[config.mk]
export PLATFORM = sky130hd
export DESIGN_NAME = mc_recon
export DESIGN_NICKNAME = d
export VERILOG_FILES = /design/src/rtl/mc_recon_pkg.sv /design/src/rtl/mc_recon_seq.sv /design/src/rtl/mc_recon_arith.sv /design/src/rtl/mc_recon_ostage.sv /design/src/rtl/mc_recon.sv
export SDC_FILE = /design/constraint.sdc
export NUM_CORES = 1
export LEC_CHECK = 0
export ABC_AREA = 1
export BUFFER_PORTS_ARGS = -buffer_cell sky130_fd_sc_hd__buf_4
export CORE_ASPECT_RATIO = 1.25
export CORE_UTILIZATION = 50
export DETAILED_ROUTE_END_ITERATION = 7
export GPL_TIMING_DRIVEN = 0
export PLACE_DENSITY = 0.75
export SLEW_MARGIN = 20
export SYNTH_ARGS = -nofsm -noshare
export SYNTH_HDL_FRONTEND = slang
export SYNTH_SLANG_ARGS = --single-unit
[constraint.sdc]
create_clock -name clk -period 6.7 [get_ports clk]
set_clock_uncertainty 0.15 [all_clocks]
set_input_delay 1.34 -clock clk [delete_from_list [all_inputs] [get_ports clk]]
set_output_delay 1.34 -clock clk [all_outputs]
set_load 0.02 [all_outputs]
[src/rtl/mc_recon_pkg.sv]
package mc_recon_pkg;
  typedef enum logic [1:0] {
    ST_IDLE  = 2'd0,
    ST_RUN   = 2'd1,
    ST_DRAIN = 2'd2
  } seq_state_e;
endpackage

[src/rtl/mc_recon_seq.sv]
module mc_recon_seq
  import mc_recon_pkg::*;
#(
  parameter int NBLK    = 6,
  parameter int BLK_SMP = 64,
  parameter int BLK_W   = $clog2(NBLK),
  parameter int SMP_W   = $clog2(BLK_SMP),
  parameter int ADDR_W  = BLK_W + SMP_W + 1
) (
  input  logic              clk,
  input  logic              rst,
  input  logic              start,
  input  logic [NBLK-1:0]   cbp,
  input  logic              pix_fire,
  input  logic              last_out_fire,
  output logic              run,
  output logic              cur_coded,
  output logic              cur_last,
  output logic              ram_rd_en,
  output logic [ADDR_W-1:0] ram_addr
);
  seq_state_e        state;
  logic [NBLK-1:0]   cbp_q;
  logic [BLK_W-1:0]  blk, nxt_blk, rd_blk;
  logic [SMP_W-1:0]  smp, nxt_smp, rd_smp;
  logic              start_ok;

  assign start_ok  = (state == ST_IDLE) && start;
  assign run       = (state == ST_RUN);
  assign cur_last  = (blk == BLK_W'(NBLK-1)) && (smp == SMP_W'(BLK_SMP-1));
  assign cur_coded = cbp_q[BLK_W'(NBLK-1) - blk];

  always_comb begin
    if (smp == SMP_W'(BLK_SMP-1)) begin
      nxt_blk = blk + BLK_W'(1);
      nxt_smp = '0;
    end else begin
      nxt_blk = blk;
      nxt_smp = smp + SMP_W'(1);
    end
  end

  // read for the next sample goes out with the acceptance of the current one
  always_comb begin
    ram_rd_en = 1'b0;
    rd_blk    = '0;
    rd_smp    = '0;
    if (start_ok) begin
      ram_rd_en = cbp[NBLK-1];
    end else if (run && pix_fire && !cur_last) begin
      rd_blk    = nxt_blk;
      rd_smp    = nxt_smp;
      ram_rd_en = cbp_q[BLK_W'(NBLK-1) - nxt_blk];
    end
  end

  assign ram_addr = {rd_blk, rd_smp, 1'b0};

  always_ff @(posedge clk) begin
    if (rst) begin
      state <= ST_IDLE;
      cbp_q <= '0;
      blk   <= '0;
      smp   <= '0;
    end else begin
      case (state)
        ST_IDLE: if (start) begin
          state <= ST_RUN;
          cbp_q <= cbp;
          blk   <= '0;
          smp   <= '0;
        end
        ST_RUN: if (pix_fire) begin
          if (cur_last) state <= ST_DRAIN;
          else begin
            blk <= nxt_blk;
            smp <= nxt_smp;
          end
        end
        ST_DRAIN: if (last_out_fire) state <= ST_IDLE;
        default: state <= ST_IDLE;
      endcase
    end
  end


  rd_gate_chk: assert property (@(posedge clk) disable iff (rst)
    (run && ram_rd_en) |-> cbp_q[BLK_W'(NBLK-1) - ram_addr[ADDR_W-1 -: BLK_W]]);


  rd_range_chk: assert property (@(posedge clk) disable iff (rst)
    ram_rd_en |-> (ram_addr[ADDR_W-1 -: BLK_W] < BLK_W'(NBLK)));


  start_ignored_chk: assert property (@(posedge clk) disable iff (rst)
    (state != ST_IDLE) |=> $stable(cbp_q));
endmodule

[src/rtl/mc_recon_arith.sv]
module mc_recon_arith #(
  parameter int PIX_W = 8,
  parameter int RES_W = 16
) (
  input  logic             coded,
  input  logic [RES_W-1:0] res,
  input  logic [PIX_W-1:0] pred,
  output logic [PIX_W-1:0] pix
);
  localparam int RSAT_W = PIX_W + 1;
  localparam int SUM_W  = PIX_W + 3;
  localparam logic signed [RES_W-1:0] RHI = RES_W'((1 << PIX_W) - 1);
  localparam logic signed [RES_W-1:0] RLO = -RHI - RES_W'(1);
  localparam logic signed [SUM_W-1:0] PHI = SUM_W'((1 << PIX_W) - 1);

  logic signed [RES_W-1:0]  rs;
  logic signed [RSAT_W-1:0] r9;
  logic signed [SUM_W-1:0]  sm;

  assign rs = res;

  always_comb begin
    if (!coded)        r9 = '0;
    else if (rs > RHI) r9 = RHI[RSAT_W-1:0];
    else if (rs < RLO) r9 = RLO[RSAT_W-1:0];
    else               r9 = rs[RSAT_W-1:0];
  end

  always_comb begin
    sm = $signed({3'b000, pred}) + SUM_W'(r9);
    if (sm < 0)        pix = '0;
    else if (sm > PHI) pix = PHI[PIX_W-1:0];
    else               pix = sm[PIX_W-1:0];
  end
endmodule

[src/rtl/mc_recon_ostage.sv]
module mc_recon_ostage #(
  parameter int W = 8
) (
  input  logic         clk,
  input  logic         rst,
  input  logic         load,
  input  logic [W-1:0] din,
  input  logic         dlast,
  input  logic         ready,
  output logic         valid,
  output logic [W-1:0] data,
  output logic         last
);
  always_ff @(posedge clk) begin
    if (rst) begin
      valid <= 1'b0;
      data  <= '0;
      last  <= 1'b0;
    end else begin
      if (load) begin
        valid <= 1'b1;
        data  <= din;
        last  <= dlast;
      end else if (ready) begin
        valid <= 1'b0;
      end
    end
  end


  out_hold_chk: assert property (@(posedge clk) disable iff (rst)
    (valid && !ready) |=> (valid && $stable(data)));
endmodule

[src/rtl/mc_recon.sv]
module mc_recon #(
  parameter int NBLK    = 6,
  parameter int BLK_SMP = 64,
  parameter int PIX_W   = 8,
  parameter int RES_W   = 16,
  localparam int BLK_W  = $clog2(NBLK),
  localparam int SMP_W  = $clog2(BLK_SMP),
  localparam int ADDR_W = BLK_W + SMP_W + 1
) (
  input  logic              clk,
  input  logic              rst,
  input  logic              start,
  input  logic [NBLK-1:0]   cbp,
  input  logic              pred_valid,
  input  logic [PIX_W-1:0]  pred_data,
  output logic              pred_ready,
  output logic              out_valid,
  output logic [PIX_W-1:0]  out_data,
  input  logic              out_ready,
  output logic              done,
  output logic              ram_rd_en,
  output logic [ADDR_W-1:0] ram_addr,
  input  logic [RES_W-1:0]  ram_rdata
);
  logic              run, cur_coded, cur_last, pix_fire, last_out_fire;
  logic              rd_pend, out_last;
  logic [RES_W-1:0]  res_hold, res_cur;
  logic [PIX_W-1:0]  pix;

  assign pred_ready    = run && (!out_valid || out_ready);
  assign pix_fire      = pred_valid && pred_ready;
  assign last_out_fire = out_valid && out_ready && out_last;

  mc_recon_seq #(
    .NBLK(NBLK), .BLK_SMP(BLK_SMP),
    .BLK_W(BLK_W), .SMP_W(SMP_W), .ADDR_W(ADDR_W)
  ) u_seq (
    .clk(clk), .rst(rst), .start(start), .cbp(cbp),
    .pix_fire(pix_fire), .last_out_fire(last_out_fire),
    .run(run), .cur_coded(cur_coded), .cur_last(cur_last),
    .ram_rd_en(ram_rd_en), .ram_addr(ram_addr)
  );

  // the RAM word is live only in the cycle after the read; keep it over stalls
  assign res_cur = rd_pend ? ram_rdata : res_hold;

  always_ff @(posedge clk) begin
    if (rst) begin
      rd_pend  <= 1'b0;
      res_hold <= '0;
      done     <= 1'b0;
    end else begin
      rd_pend  <= ram_rd_en;
      res_hold <= res_cur;
      done     <= last_out_fire;
    end
  end

  mc_recon_arith #(.PIX_W(PIX_W), .RES_W(RES_W)) u_arith (
    .coded(cur_coded), .res(res_cur), .pred(pred_data), .pix(pix)
  );

  mc_recon_ostage #(.W(PIX_W)) u_ostage (
    .clk(clk), .rst(rst), .load(pix_fire), .din(pix), .dlast(cur_last),
    .ready(out_ready), .valid(out_valid), .data(out_data), .last(out_last)
  );


  uncoded_pass_chk: assert property (@(posedge clk) disable iff (rst)
    (pix_fire && !cur_coded) |=> (out_data == $past(pred_data)));


  done_pulse_chk: assert property (@(posedge clk) disable iff (rst)
    done |=> !done);


  ready_run_chk: assert property (@(posedge clk) disable iff (rst)
    (run && !out_valid) |-> pred_ready);
endmodule

==> metrics.md <==
| Metric | Value |
|---|---|
| Fmax achieved | 255 MHz |
| Post-layout util | 0.628 |
| Port bufs | 54 |
| Setup_tns | 0 ps |
| Status | finished clean |
| Max Root-Sink Buffers | 2 |
| Setup crit end kind | primary output |
| Final number of setup-violating endpoints | 0 |
| Drt pass-1 iters | 4 |
| Multi-input gate area | 1450 µm² |
| Row cnt | 29 |
| Initial antenna violation count | 0 |
| Register bit total from synthesis | 45 |
| Final ANT Viol Nets | 0 |
| Diodes inserted | 0 |
| Maximum VDD drop | 0.101 mV |
| Clk slew on worst S/H paths | 80 ps |
| Routability congestion estimate | 0.905 |
| Max Transition Viols Final | 0 |
| Initial core utilization | 0.516 |
| Clock Latency Late Sink | 290 ps |
| Vias/cell | 4.93 |
| Register area | 901 µm² |
| # DRC | 0 |
| Synthesized Nets | 435 |
| Final Hold Viols | 0 |
| CP Max Fanout | 10 |
| Ys Warns | 0 |
| Vias in the first global route | 2293 |
| Hpwl dp | 4490 µm |
| Primary FF master, synth | dfxtp_1 |
| Hold crit path type | register to register |
| Synth Area per Inst | 6.71 µm² |
| Crit path largest cell delay | 200 ps |
| Die Area | 5500 µm² |
| Worst setup SP type | input pin |
| Commonest cells in the netlist | nand2_1 (96), inv_1 (48), dfxtp_1 (45) |
| Finished Layout Cells | 512 |
| Seq/Total Area, Yosys | 0.346 |
| CP bufs+invs | 4 |
| Worst slew pin tran | 525 ps |
| Area share of the leading cell type in the synthesized netlist | 0.346 |
| Delay-heaviest family, CP | simple AND/OR/NAND/NOR gates |
| Top Ports | 57 |
| Minimum clock period | 3910 ps |
| CTS tree | yes |
| Core region area | 5040 µm² |
| Static Leak | 0.00156 µW |
| Async S/R FF share, synth | 0 |
| Synth Cell Area | 2600 µm² |
| First-pass GRT wire length | 9230 µm |
| Largest cells by area after synthesis | dfxtp_1 (35%), nand2_1 (14%), a21oi_1 (7.1%), inv_1 (6.9%), nor2_1 (6.3%) |
| Postcts setup bufs | 0 |
| WS Path Type | input pin to primary output |
| Fill count | 501 |
| Pin count of the biggest net entering global routing | 14 |
| Nets | 496 |
| Root buf cell | clkbuf_8 |
| Worst hold slack | 321 ps |
| Final Cycle Share | 0.584 |
| Cell count after synthesis | 388 |
| Horiz. Die Dim | 66.5 µm |
| Dpl cells | 504 |
| Drt wl/cell | 10.8 µm |
| Clock Sink Count | 45 |
| Die Y | 82.7 µm |
| Detailed Route WL | 5540 µm |
| Required @ worst endpoint | 5210 ps |
| Synthesis-to-finish area growth | 21.8% |
| Post-CTS sizing | 0 |
| Total gr overflow | 0 |
| RSZ-0062 raised after global routing | no |
| Hold Buf Count CTS | 0 |
| All-Layer GR Usage | 0.218 |
| Top-count cell post-synth | nand2_1 |
| DR vias | 2522 |
| CP Data Arrival Time | 2420 ps |
| Total CTS buffers | 5 |
| Yosys cell types | 35 |
| Iteration-0 DRC Markers | 92 |
| Post-synth EDFFs | 0 |
| Largest area contributor in the netlist | dfxtp_1 |
| Worst path cell trace | buf_4 > inv_1 > nand2_1 > and2_4 > nand2_2 > nor2_4 > nor2_2 > buf_4 > nor2_4 > buf_4 |
| Slew HR | 0.650 |
| # Max-Cap Violations | 0 |
| H-tree depth | 2 |
| Layout cells sized above 1 | 0.198 |
| PwrDens | 181 nW/µm² |
| Crit path max-delay cell type | buf_4 |
| Design Power | 574 µW |
| CP dominant cell by count | buf_4 |
## worst min-delay path, stage by stage, from the launching register on
cell	delay (ps)
dfxtp_1	310
inv_1	60
a21oi_1	50
## flip-flops by register name, indices dropped and copies added (netlist names)
signal / count
res_hold: 16
u_ostage.data: 8
u_seq.cbp_q: 6
u_seq.smp: 6
u_seq.blk: 3
u_seq.state: 2
done: 1
rd_pend: 1
u_ostage.last: 1
u_ostage.valid: 1
## logic make-up after synthesis
group / after synthesis / synth area share
buffers and inverters: 63 / 0.0966
adder cells (fa/ha/maj): 12 / 0.0606
AND/OR/NAND/NOR: 194 / 0.331
AO/OA/AOI/OAI: 66 / 0.141
other: 1 / 0.00144
XOR/XNOR: 7 / 0.0236
flip-flops: 45 / 0.346
## where the power goes
part           internal, µW  switching [µW]  total [µW]
clock                  73.9            89.7         164
sequential              280            5.39         285
combinational          53.2            72.5         126
## layer usage
| metal | vias up | part of all wire | global-route usage |
|---|---|---|---|
| li1 | 1359 | - | - |
| met1 | 1111 | 0.43 | 0.238 |
| met2 | 44 | 0.52 | 0.416 |
| met3 | 8 | 0.038 | 0.0412 |
| met4 | 0 | 0.016 | 0.0723 |
| met5 | - | 0 | 0 |
## per-stage QoR
stage / setup WS [ps] / area, µm²
3_5_place_dp: 2640 / 3090
3_3_place_gp: 2690 / 3090
5_1_grt: 2670 / 3170
2_1_floorplan: 2950 / 2600
6_report: 2790 / 3170
4_1_cts: 2780 / 3170
## layout by cell type, fill, tap and decap left out
cell type	n
xnor2_1	5
dfxtp_1	45
o21bai_2	1
nand4_1	4
o21ai_0	18
nor2_1	44
clkbuf_2	1
nand3_2	1
and2_4	1
nor3_2	1
fa_1	1
inv_1	48
nor3_1	1
buf_2	2
ha_1	11
nor4_1	1
a21oi_1	37
nand2_2	4
o21ai_1	3
nor2_2	4
xor2_1	2
or2_2	1
a21oi_4	1
clkbuf_8	5
clkinvlp_4	1
nand2_1	96
o21a_1	3
conb_1	1
inv_2	2
clkbuf_1	9
nand3_1	29
o21ai_2	2
nand3b_1	3
buf_4	57
nor3b_2	1
nor2_4	3
a21oi_2	1
## path summary, 6_finish.rpt
| check | startpoint | endpoint | slack, ps | cells past startpoint |
|---|---|---|---|---|
| min | u_seq.cbp_q[2]$_SDFFE_PP0P_ | u_seq.cbp_q[2]$_SDFFE_PP0P_ | 320 | 2 |
| min reg2reg | u_seq.cbp_q[2]$_SDFFE_PP0P_ | u_seq.cbp_q[2]$_SDFFE_PP0P_ | 320 | 2 |
| max reg2reg | rd_pend$_SDFF_PP0_ | u_ostage.data[7]$_SDFFE_PP0P_ | 3480 | 16 |
| max | out_ready | ram_addr[4] | 2790 | 10 |
## area by class of cell
class | instances | share of cell area
plain buffers | 13 | 0.0201
clock buffers | 7 | 0.0241
clock inverters | 1 | 0.00237
inverters | 50 | 0.0592
multi-input cells | 280 | 0.458
flip-flops and latches | 45 | 0.284
well taps | 62 | 0.0245
repair buffers | 54 | 0.128
No activity file was read; power rests on OpenSTA's default activity.
